<file path="src/rtl/tp_pkg.sv">
`timescale 1ns/1ps
package tp_pkg;

   // One saturating step of a counter of up to 8 bits with ceiling maxv.
   function automatic logic [7:0] sat_next(input logic [7:0] cur,
                                           input logic       up,
                                           input logic [7:0] maxv);
      if (up)
         return (cur == maxv) ? cur : cur + 8'd1;
      else
         return (cur == 8'd0) ? cur : cur - 8'd1;
   endfunction

endpackage

</file>
<file path="src/rtl/tp_sat_table.sv">
`timescale 1ns/1ps
module tp_sat_table
   import tp_pkg::*;
#(
   parameter int IDX_W = 8,
   parameter int CNT_W = 2,
   parameter int INIT  = 1
) (
   input  logic             clk,
   input  logic             rst_n,
   input  logic [IDX_W-1:0] rd_idx,
   output logic [CNT_W-1:0] rd_cnt,
   input  logic             wr_en,
   input  logic [IDX_W-1:0] wr_idx,
   input  logic             wr_up,
   output logic [CNT_W-1:0] wr_cur
);
   localparam int DEPTH = 1 << IDX_W;
   localparam logic [CNT_W-1:0] CMAX  = '1;
   localparam logic [CNT_W-1:0] CINIT = CNT_W'(INIT);
   localparam logic [CNT_W-1:0] CONE  = CNT_W'(1);

   generate
      if (CNT_W < 1 || CNT_W > 8) begin : g_bad_width
         $error("tp_sat_table: CNT_W must lie in 1..8");
      end
      if (INIT < 0 || INIT >= (1 << CNT_W)) begin : g_bad_init
         $error("tp_sat_table: INIT out of counter range");
      end
   endgenerate

   logic [CNT_W-1:0] mem [DEPTH];
   logic [CNT_W-1:0] wr_nxt;

   always_comb begin
      wr_cur = mem[wr_idx];
      wr_nxt = CNT_W'(sat_next(8'(wr_cur), wr_up, 8'(CMAX)));
      rd_cnt = (wr_en && rd_idx == wr_idx) ? wr_nxt : mem[rd_idx];
   end

   always_ff @(posedge clk) begin
      if (!rst_n) begin
         for (int i = 0; i < DEPTH; i++) mem[i] <= CINIT;
      end else if (wr_en) begin
         mem[wr_idx] <= wr_nxt;
      end
   end

   // counters stick at their ceiling and floor.
   a_r3_sat_top: assert property (@(posedge clk) disable iff (!rst_n)
      (rst_n && wr_en && wr_up && wr_cur == CMAX) |=> mem[$past(wr_idx)] == CMAX);
   a_r4_sat_floor: assert property (@(posedge clk) disable iff (!rst_n)
      (rst_n && wr_en && !wr_up && wr_cur == '0) |=> mem[$past(wr_idx)] == '0);
   // away from the limits a training step moves exactly one.
   a_r4_unit_step: assert property (@(posedge clk) disable iff (!rst_n)
      (rst_n && wr_en && ((wr_up && wr_cur != CMAX) || (!wr_up && wr_cur != '0)))
      |=> mem[$past(wr_idx)] ==
          ($past(wr_up) ? $past(wr_cur) + CONE : $past(wr_cur) - CONE));
   // an entry without a write keeps its value.
   a_r8_hold: assert property (@(posedge clk) disable iff (!rst_n)
      (rst_n && !wr_en) |=> mem[$past(wr_idx)] == $past(wr_cur));

endmodule

</file>
<file path="src/rtl/tp_hist_table.sv">
`timescale 1ns/1ps
module tp_hist_table #(
   parameter int IDX_W = 6,
   parameter int H_W   = 6
) (
   input  logic             clk,
   input  logic             rst_n,
   input  logic [IDX_W-1:0] rd_idx,
   output logic [H_W-1:0]   rd_hist,
   input  logic             wr_en,
   input  logic [IDX_W-1:0] wr_idx,
   input  logic             wr_bit
);
   localparam int DEPTH = 1 << IDX_W;

   generate
      if (H_W < 2) begin : g_bad_hist
         $error("tp_hist_table: H_W must be at least 2");
      end
   endgenerate

   logic [H_W-1:0] mem [DEPTH];
   logic [H_W-1:0] cur, nxt;

   always_comb begin
      cur     = mem[wr_idx];
      nxt     = {cur[H_W-2:0], wr_bit};
      rd_hist = (wr_en && rd_idx == wr_idx) ? nxt : mem[rd_idx];
   end

   always_ff @(posedge clk) begin
      if (!rst_n) begin
         for (int i = 0; i < DEPTH; i++) mem[i] <= '0;
      end else if (wr_en) begin
         mem[wr_idx] <= nxt;
      end
   end

   // the written entry carries the new outcome in bit 0 after the edge.
   a_r6_newest_lsb: assert property (@(posedge clk) disable iff (!rst_n)
      (rst_n && wr_en) |=> mem[$past(wr_idx)][0] == $past(wr_bit));
   // older outcomes move up one place.
   a_r6_age_up: assert property (@(posedge clk) disable iff (!rst_n)
      (rst_n && wr_en) |=> mem[$past(wr_idx)][H_W-1:1] == $past(cur[H_W-2:0]));

endmodule

</file>
<file path="src/rtl/tournament_predictor.sv">
`timescale 1ns/1ps
module tournament_predictor #(
   parameter int PC_W     = 16,
   parameter int GH_W     = 8,
   parameter int CH_IDX_W = 8,
   parameter int LH_IDX_W = 6,
   parameter int LP_W     = 6,
   parameter int LC_W     = 3
) (
   input  logic            clk,
   input  logic            rst_n,
   input  logic [PC_W-1:0] lk_pc,
   output logic            lk_taken,
   output logic            lk_use_global,
   output logic            lk_glob_taken,
   output logic            lk_loc_taken,
   output logic [GH_W-1:0] lk_ghist,
   output logic [LP_W-1:0] lk_lhist,
   input  logic            up_valid,
   input  logic [PC_W-1:0] up_pc,
   input  logic            up_taken,
   input  logic [GH_W-1:0] up_ghist,
   input  logic [LP_W-1:0] up_lhist
);
   localparam int TWO_W   = 2;
   localparam int LC_INIT = (1 << (LC_W - 1)) - 1;

   generate
      if (PC_W < CH_IDX_W || PC_W < LH_IDX_W) begin : g_bad_pc
         $error("tournament_predictor: PC_W narrower than an index");
      end
      if (GH_W < 2 || LP_W < 2) begin : g_bad_hist
         $error("tournament_predictor: histories need at least 2 bits");
      end
      if (LC_W < 2 || LC_W > 8) begin : g_bad_lc
         $error("tournament_predictor: LC_W must lie in 2..8");
      end
   endgenerate

   // Global history with same-cycle forwarding of an update.
   logic [GH_W-1:0] ghist_q, ghist_eff;
   always_comb ghist_eff = up_valid ? {ghist_q[GH_W-2:0], up_taken} : ghist_q;

   always_ff @(posedge clk) begin
      if (!rst_n)        ghist_q <= '0;
      else if (up_valid) ghist_q <= ghist_eff;
   end

   // Local history table.
   logic [LP_W-1:0] lhist_rd;
   tp_hist_table #(.IDX_W(LH_IDX_W), .H_W(LP_W)) u_lhist (
      .clk     (clk),
      .rst_n   (rst_n),
      .rd_idx  (lk_pc[LH_IDX_W-1:0]),
      .rd_hist (lhist_rd),
      .wr_en   (up_valid),
      .wr_idx  (up_pc[LH_IDX_W-1:0]),
      .wr_bit  (up_taken)
   );

   // Counter tables.
   logic [TWO_W-1:0] g_rd, g_cur, ch_rd, ch_cur;
   logic [LC_W-1:0]  l_rd, l_cur;
   logic             g_ok, l_ok, ch_wr;

   tp_sat_table #(.IDX_W(GH_W), .CNT_W(TWO_W), .INIT(1)) u_gctr (
      .clk (clk), .rst_n (rst_n),
      .rd_idx (ghist_eff), .rd_cnt (g_rd),
      .wr_en (up_valid), .wr_idx (up_ghist), .wr_up (up_taken), .wr_cur (g_cur)
   );

   tp_sat_table #(.IDX_W(LP_W), .CNT_W(LC_W), .INIT(LC_INIT)) u_lctr (
      .clk (clk), .rst_n (rst_n),
      .rd_idx (lhist_rd), .rd_cnt (l_rd),
      .wr_en (up_valid), .wr_idx (up_lhist), .wr_up (up_taken), .wr_cur (l_cur)
   );

   always_comb begin
      g_ok  = (g_cur[TWO_W-1] == up_taken);
      l_ok  = (l_cur[LC_W-1]  == up_taken);
      ch_wr = up_valid && (g_ok != l_ok);
   end

   tp_sat_table #(.IDX_W(CH_IDX_W), .CNT_W(TWO_W), .INIT(1)) u_chooser (
      .clk (clk), .rst_n (rst_n),
      .rd_idx (lk_pc[CH_IDX_W-1:0]), .rd_cnt (ch_rd),
      .wr_en (ch_wr), .wr_idx (up_pc[CH_IDX_W-1:0]), .wr_up (g_ok), .wr_cur (ch_cur)
   );

   always_comb begin
      lk_glob_taken = g_rd[TWO_W-1];
      lk_loc_taken  = l_rd[LC_W-1];
      lk_use_global = ch_rd[TWO_W-1];
      lk_taken      = lk_use_global ? lk_glob_taken : lk_loc_taken;
      lk_ghist      = ghist_eff;
      lk_lhist      = lhist_rd;
   end

   logic unused_pc_bits;
   assign unused_pc_bits = ^{lk_pc, up_pc};

   // history shifts on update, newest outcome in bit 0.
   a_r5_shift: assert property (@(posedge clk) disable iff (!rst_n)
      (rst_n && up_valid) |=> ghist_q == {$past(ghist_q[GH_W-2:0]), $past(up_taken)});
   a_r5_hold: assert property (@(posedge clk) disable iff (!rst_n)
      (rst_n && !up_valid) |=> $stable(ghist_q));
   // a lookup alongside an update reports the already shifted history.
   a_r9_ghist_fwd: assert property (@(posedge clk) disable iff (!rst_n)
      up_valid |-> (lk_ghist[0] == up_taken && lk_ghist[GH_W-1:1] == ghist_q[GH_W-2:0]));
   // selector training is visible to a same-index lookup in that cycle.
   a_r9_sel_to_global: assert property (@(posedge clk) disable iff (!rst_n)
      (ch_wr && g_ok && ch_cur != 2'd0 &&
       lk_pc[CH_IDX_W-1:0] == up_pc[CH_IDX_W-1:0]) |-> lk_use_global);
   a_r9_sel_to_local: assert property (@(posedge clk) disable iff (!rst_n)
      (ch_wr && l_ok && ch_cur != 2'd3 &&
       lk_pc[CH_IDX_W-1:0] == up_pc[CH_IDX_W-1:0]) |-> !lk_use_global);

endmodule

</file>
<file path="config.mk">
export PLATFORM = sky130hd
export DESIGN_NAME = tournament_predictor
export DESIGN_NICKNAME = d
export VERILOG_FILES = /design/src/rtl/tp_pkg.sv /design/src/rtl/tp_sat_table.sv /design/src/rtl/tp_hist_table.sv /design/src/rtl/tournament_predictor.sv
export SDC_FILE = /design/constraint.sdc
export NUM_CORES = 2
export LEC_CHECK = 0
export ABC_AREA = 1
export BUFFER_PORTS_ARGS = -buffer_cell sky130_fd_sc_hd__buf_2
export CORE_UTILIZATION = 35
export DETAILED_ROUTE_END_ITERATION = 6
export SYNTH_ARGS = -nofsm -noshare
export SYNTH_HDL_FRONTEND = slang
export SYNTH_SLANG_ARGS = --single-unit
</file>
<file path="constraint.sdc">
create_clock -name clk -period 3.2 [get_ports clk]
set_input_delay 0.16 -clock clk [delete_from_list [all_inputs] [get_ports clk]]
set_output_delay 0.16 -clock clk [all_outputs]
set_load 0.01 [all_outputs]
</file>
### Word level (Yosys, flattened, before mapping)

Memory sizes are Yosys's and may differ from the RTL's.
Index checks and enable logic that the tools add are counted.

| storage, ports and cells | value |
|---|---|
| bits in registers | 8 |
| latch bits | 0 |
| bits in writable memories | 1,600 |
| ROM bits | 0 |
| bits of input ports | 50 |
| output and inout port bits | 18 |
| word-level logic and storage cells | 67 |
| memories kept | 4 |

| cells by class | value |
|---|---|
| add/subtract/negate cells | 6 |
| multipliers | 0 |
| div/mod/pow operators | 0 |
| $lt $le $gt $ge | 0 |
| eq/ne operators | 10 |
| shift-type cells | 0 |
| mux-type cells | 34 |
| bitwise gates (word level) | 0 |
| reduce and logical (&&, ||, !) cells | 12 |

Memories:

| name | depth | bits a word | read ports | clocked after memory_dff | write ports | line | source |
|---|---|---|---|---|---|---|---|
| u_chooser.mem | 256 | 2 | 2 | 0 | 256 | tp_sat_table.sv:32 | `logic [CNT_W-1:0] mem [DEPTH];` |
| u_gctr.mem | 256 | 2 | 2 | 0 | 256 | tp_sat_table.sv:32 |  |
| u_lhist.mem | 64 | 6 | 2 | 0 | 64 | tp_hist_table.sv:22 | `logic [H_W-1:0] mem [DEPTH];` |
| u_lctr.mem | 64 | 3 | 2 | 0 | 64 | tp_sat_table.sv:32 |  |

Operators by type and width:

| cell | count |
|---|---|
| 2-to-1 mux 6 bit | 4 |
| 2-to-1 mux 8 bit | 3 |
| 2-to-1 mux 2 bit | 10 |
| == test 8 bit | 2 |
| 2-to-1 mux 3 bit | 5 |
| == test 6 bit | 2 |
| 2-to-1 mux 1 bit | 12 |
| OR reduction 6 bit | 1 |
| logical AND 1 bit | 5 |
| adder 2 x 1 -> 2 bit (second input constant) | 2 |
| == test 2 bit (second input constant) | 2 |
| logical NOT 2 bit | 2 |
| OR reduction 2 bit | 2 |
| subtractor 2 x 1 -> 2 bit (second input constant) | 2 |
| adder 3 x 1 -> 3 bit (second input constant) | 1 |
| == test 3 bit (second input constant) | 1 |
| logical NOT 3 bit | 1 |
| OR reduction 3 bit | 1 |
| subtractor 3 x 1 -> 3 bit (second input constant) | 1 |
| == test 1 bit | 2 |
| inequality test 1 bit | 1 |

### Longest topological paths before layout

An unclocked memory read counts as a cell.

| logic depth | value |
|---|---|
| depth in word-level cells | 9 |
| gate-level depth with buffers | 24 |
| mapped depth without buffers | 21 |

### Cells and area by module

From an unflattened synthesis, not the netlist that was laid out.

| unflattened totals | value |
|---|---|
| cell total of the unflattened synthesis | 13,521 |
| area total of the unflattened synthesis | 98,537.0 sq um |

Modules (own cells, without submodules):

| module | instances | cells each | area an instance (sq um) | seq. area each (sq um) |
|---|---|---|---|---|
| tp_sat_table at u_chooser ... | 2 | 4,529 | 32,227.2 | 15,374.7 |
| tp_hist_table | 1 | 2,854 | 21,829.7 | 11,531.1 |
| tp_sat_table at u_lctr | 1 | 1,541 | 11,848.9 | 5,765.5 |
| tournament_predictor | 1 | 68 | 404.1 | 160.2 |

### Worst setup path before layout

No wires, ideal clock.

| timing | value |
|---|---|
| path type | input to register |
| from | input up_lhist[2] |
| to | memory u_lctr.mem[0][2] (netlist bit) (data pin) |
| setup time | 0.265 ns |
| arrival time | 3.055 ns |
| required time | 2.935 ns |
| setup slack | -0.120 ns |
| stages on the path | 18 |
| buffers on the path | 4 |
| cell sequence | buf_2 inv_2 nand3_1 inv_2 buf_2 a22o_1 a221oi_1 nand4_1 nand2_1 nand2_1 nor4_2 ha_1 inv_1 ha_1 o21ai_0 clkbuf_1 clkbuf_1 nor2_1 |

RTL lines:

| element | line | source |
|---|---|---|
| start, declared | tournament_predictor.sv:23 | `input logic [LP_W-1:0] up_lhist` |
| end, declared | tp_sat_table.sv:32 |  |

==> impl_table.tex <==
\begin{tabular}{lr}
\hline
Metric & Value \\
\hline
\multicolumn{2}{l}{\textbf{STA}} \\
Portion of the clock cycle consumed by the worst path in the final layout & 1.23 \\
Max Clock Skew & 0.0574 ns \\
Final-report hold violation count & 0 \\
Final Critical Period & slightly below 4 ns \\
Setup repair after global routing missed its margin & true \\
Worst-margin pin slew & 1.56 ns \\
TNS Setup & -418.39 ns \\
Highest clock frequency the design can meet & about 250 MHz \\
Setup ws final & -0.726 ns \\
Final setup violation count & 1051 \\
Number of max-slew violations in the final report & between 50 and 60 \\
Headroom to the max-slew limit & -0.0413 \\
\multicolumn{2}{l}{\textbf{Placed design}} \\
Detailed Place HPWL & 212 mm \\
Routability congestion estimate & 0.989 \\
Port buffer count & 51 \\
Placed cells & between 10000 and 15000 \\
\multicolumn{2}{l}{\textbf{Routing}} \\
Remaining routing DRC violations & 1 \\
First-iteration detailed-routing DRC count & between 10000 and 15000 \\
Routed via count & 78100 \\
Antenna Nets Post-Route & 0 \\
Vias per Instance & $\sim$5.8 \\
Total Wirelength & 323 mm \\
Router iterations before antenna repair & 7 \\
Mean routed wirelength per cell & 23.9 um \\
\multicolumn{2}{l}{\textbf{Setup path}} \\
CP Data Arrival Time & 3.77 ns \\
Highest cell delay on the worst timing path & about 0.43 ns \\
Path type of the worst setup path & reg2out \\
Critical Path, Cell by Cell & nand3\_1 > nand2\_1 > o21ai\_1 > nand4\_1 > nand2\_1 > nand4\_1 > a22oi\_2 > buf\_6 > nand2\_4 > nand2\_4 > nand2\_8 > nand2\_4 > nand2\_8 > a21oi\_4 > buf\_6 > inv\_4 > nand2\_4 > nand2\_8 > buf\_6 \\
WP buf/inv & 4 \\
Most numerous cell on the critical path & nand2\_4 \\
Critical path's top delay family & simple AND/OR/NAND/NOR gates \\
Endpoint type of the worst setup path & primary output \\
Element type at the critical path start & flop \\
Worst Path Max Fanout & 3 \\
Cell with the largest stage delay on the worst path & edfxtp\_1 \\
CP required & 3.04 ns \\
\multicolumn{2}{l}{\textbf{Finish}} \\
Total Nets Final & 10200 \\
Final Non-Filler Cells & between 10000 and 15000 \\
Layout cell share with drive strength beyond 1 & 0.193 \\
Post-synthesis to final-layout area growth & 25.6\% \\
Utilization after layout & 0.442 \\
Layout fillers & 22600 \\
\multicolumn{2}{l}{\textbf{CTS}} \\
Source-to-sink clock delay at the later pin of the worst-skew pair & roughly 0.86 ns \\
Maximum buffer depth of the clock tree & 3 \\
Depth of the CTS H-tree & 4 \\
Clk Tree Root Cell & clkbuf\_16 \\
TritonCTS Buffers & 175 \\
TritonCTS clock tree & yes \\
Clock slew at reported path FFs & around 0.060 ns \\
Number of sinks on the clock net & $\sim$1600 \\
\multicolumn{2}{l}{\textbf{Synth}} \\
Main area contributors after synthesis & edfxtp\_1 (57\%), nand2\_1 (9.4\%), nor2\_1 (7.6\%) \\
Post-Synth Simple-Gate Area & 0.238 \\
Synthesized-area fraction occupied by xor and xnor cells & 0.00135 \\
YS warnings & 0 \\
Dominant combinational cell family by area after synthesis & simple AND/OR/NAND/NOR gates \\
Syn nets & between 9000 and 10000 \\
Fraction of registers with async set/reset & 0 \\
Number of cells produced by synthesis & 9624 \\
Post-Synthesis Mean Instance Area & 8.78 um\^{}2 \\
Number of distinct library cells after synthesis & 56 \\
Most used standard cells in the synthesized netlist & nand2\_1 (2126), nor2\_1 (1716), edfxtp\_1 (1600), nand3\_1 (865), inv\_1 (645) \\
Number of enable-type register cells in the synthesized netlist & 1600 \\
Sequential area share after synthesis & 0.570 \\
Most frequent cell after synthesis & nand2\_1 \\
Adder-cell area share of the yosys netlist & 0.000592 \\
Library cell with the largest summed area after synthesis & edfxtp\_1 \\
Post-synth design cell area & 0.0845 mm\^{}2 \\
Multiplexer share of the synthesized area & 0 \\
Compound-gate portion of the synthesized area & 0.119 \\
Share of the synthesized area in the top cell type & 0.568 \\
Predominant post-synthesis flop cell & edfxtp\_1 \\
Flop and latch count out of synthesis & 1608 \\
\multicolumn{2}{l}{\textbf{Floorplanning}} \\
Starting density of the core & 0.352 \\
Full die area & 0.243 mm\^{}2 \\
Core region area & 0.240 mm\^{}2 \\
Die Span Y & $\sim$500 um \\
Total number of placement rows & 180 \\
Die X & 493 um \\
Total I/O pin count & 68 \\
\multicolumn{2}{l}{\textbf{Run status}} \\
Run status & complete, but fails checks \\
Violations in the final reports & design-rule violations, max-slew violations, negative setup slack \\
\multicolumn{2}{l}{\textbf{GRT}} \\
Via count of the first global-routing pass & 73400 \\
Initial antenna violation count & 1 \\
Grt total ovfl & 0 \\
Pin count of the biggest net entering global routing & 164 \\
Total global routing track utilization & 0.253 \\
First-pass GRT wire length & approximately 470 mm \\
\multicolumn{2}{l}{\textbf{Power and ir drop}} \\
Worst IR drop on VDD & between 400 and 500 uV \\
Total leakage power & between 30 and 40 nW \\
Power density cells & between 500 and 600 mW/mm\^{}2 \\
\multicolumn{2}{l}{\textbf{Min path}} \\
Class of the worst hold path & in2reg \\
\multicolumn{2}{l}{\textbf{Run}} \\
Max-cap check violation count & 0 \\
\hline
\end{tabular}
==> cell usage in the layout, fill, tap and decap left out, types with 62 or more instances in the layout <==
cell type	count
buf_12	225
edfxtp_1	1600
buf_4	771
clkbuf_16	189
nand2_4	161
nand2_1	1816
nand2_2	137
nor2_1	1661
a22oi_1	446
o22ai_1	116
o21ai_0	510
o221ai_1	62
o211ai_1	76
a21oi_1	211
nand3_1	813
inv_1	630
==> per-layer routing <==
layer	wire length, um	track usage
met5	13	0
met4	16900	0.122
met3	36400	0.0463
met2	146000	0.400
met1	123000	0.334
==> through the flow <==
step | hold slack, ns | worst slack [ns] | cell area (um^2) | power, mW
6_report | 0.0827 | -0.726 | 106000 | 54.2
5_1_grt | 0.0822 | -0.802 | 106000 | 55.4
4_1_cts | 0.000958 | -0.757 | 103000 | 53.8
3_5_place_dp | 0.621 | -1.20 | 95800 | 32.9
3_3_place_gp | 0.597 | -1.22 | 95800 | 32.8
2_1_floorplan | 0.437 | 0.00463 | 84600 | 28.5
==> timing repair <==
item	in CTS	in global routing
hold buffers	7	0
gates resized for setup	318	553
cloned	20	16
setup endpoints to repair	998	1211
hold endpoints to repair	126	0
pin swaps	94	53
buffers inserted	40	41
==> worst register-to-register path: cells and delay by family, from the launching register on <==
kind	cells	cell delay [ns]
AOI/OAI and AO/OA	2	0.44
buffers and inverters	12	1.52
and+or+nand+nor	10	1.17
DFF	1	0.43
==> area by class of cell <==
class,instances,area [um^2],area share
flip-flops and latches,1608,48200,0.454
diodes,4,10.0,0.0000943
well taps,3185,3990,0.0375
repair inverters,1,11.3,0.000106
multi-input cells,6540,33300,0.314
clock buffers,206,4540,0.0427
clock inverters,110,1130,0.0107
inverters,698,2710,0.0255
repair buffers,1146,12300,0.116
==> worst paths after layout <==
check	slack (ns)	cells after the start	end	start
worst max-delay path	-0.73	19	lk_taken	u_gctr.mem[227][1]$_SDFFCE_PN0P_
worst min-delay path	0.08	4	u_gctr.mem[112][0]$_SDFFCE_PN1P_	up_ghist[6]
worst max register to register	-0.63	24	u_chooser.mem[9][0]$_SDFFCE_PN1P_	u_gctr.mem[227][1]$_SDFFCE_PN0P_
worst min register to register	0.64	2	ghist_q[4]$_SDFFE_PN0P_	ghist_q[4]$_SDFFE_PN0P_
==> kinds of logic (layout without fill, tap and decap cells) <==
group                      after synthesis  after routing
and+or+nand+nor                       4907           4907
AOI/OAI and AO/OA                     1616           1616
DFF                                   1608           1608
buffers and inverters                 1476           2161
xor gates and xnor gates                13             13
adders and majority gates                4              4
other                                    0              4
==> report_power, final <==
part | leakage (nW) | internal (mW) | switching (mW)
combinational | 20.7 | 3.45 | 6.29
clock | 2.75 | 11.5 | 9.05
sequential | 14.4 | 23.6 | 0.296
total | 37.9 | 38.5 | 15.6
==> registers in the layout, indices dropped and copies added, names as in the netlist <==
name,flops
u_lhist.mem,384
u_chooser.mem,512
u_gctr.mem,512
u_lctr.mem,192
ghist_q,8
No activity file was read; power rests on OpenSTA's default activity.
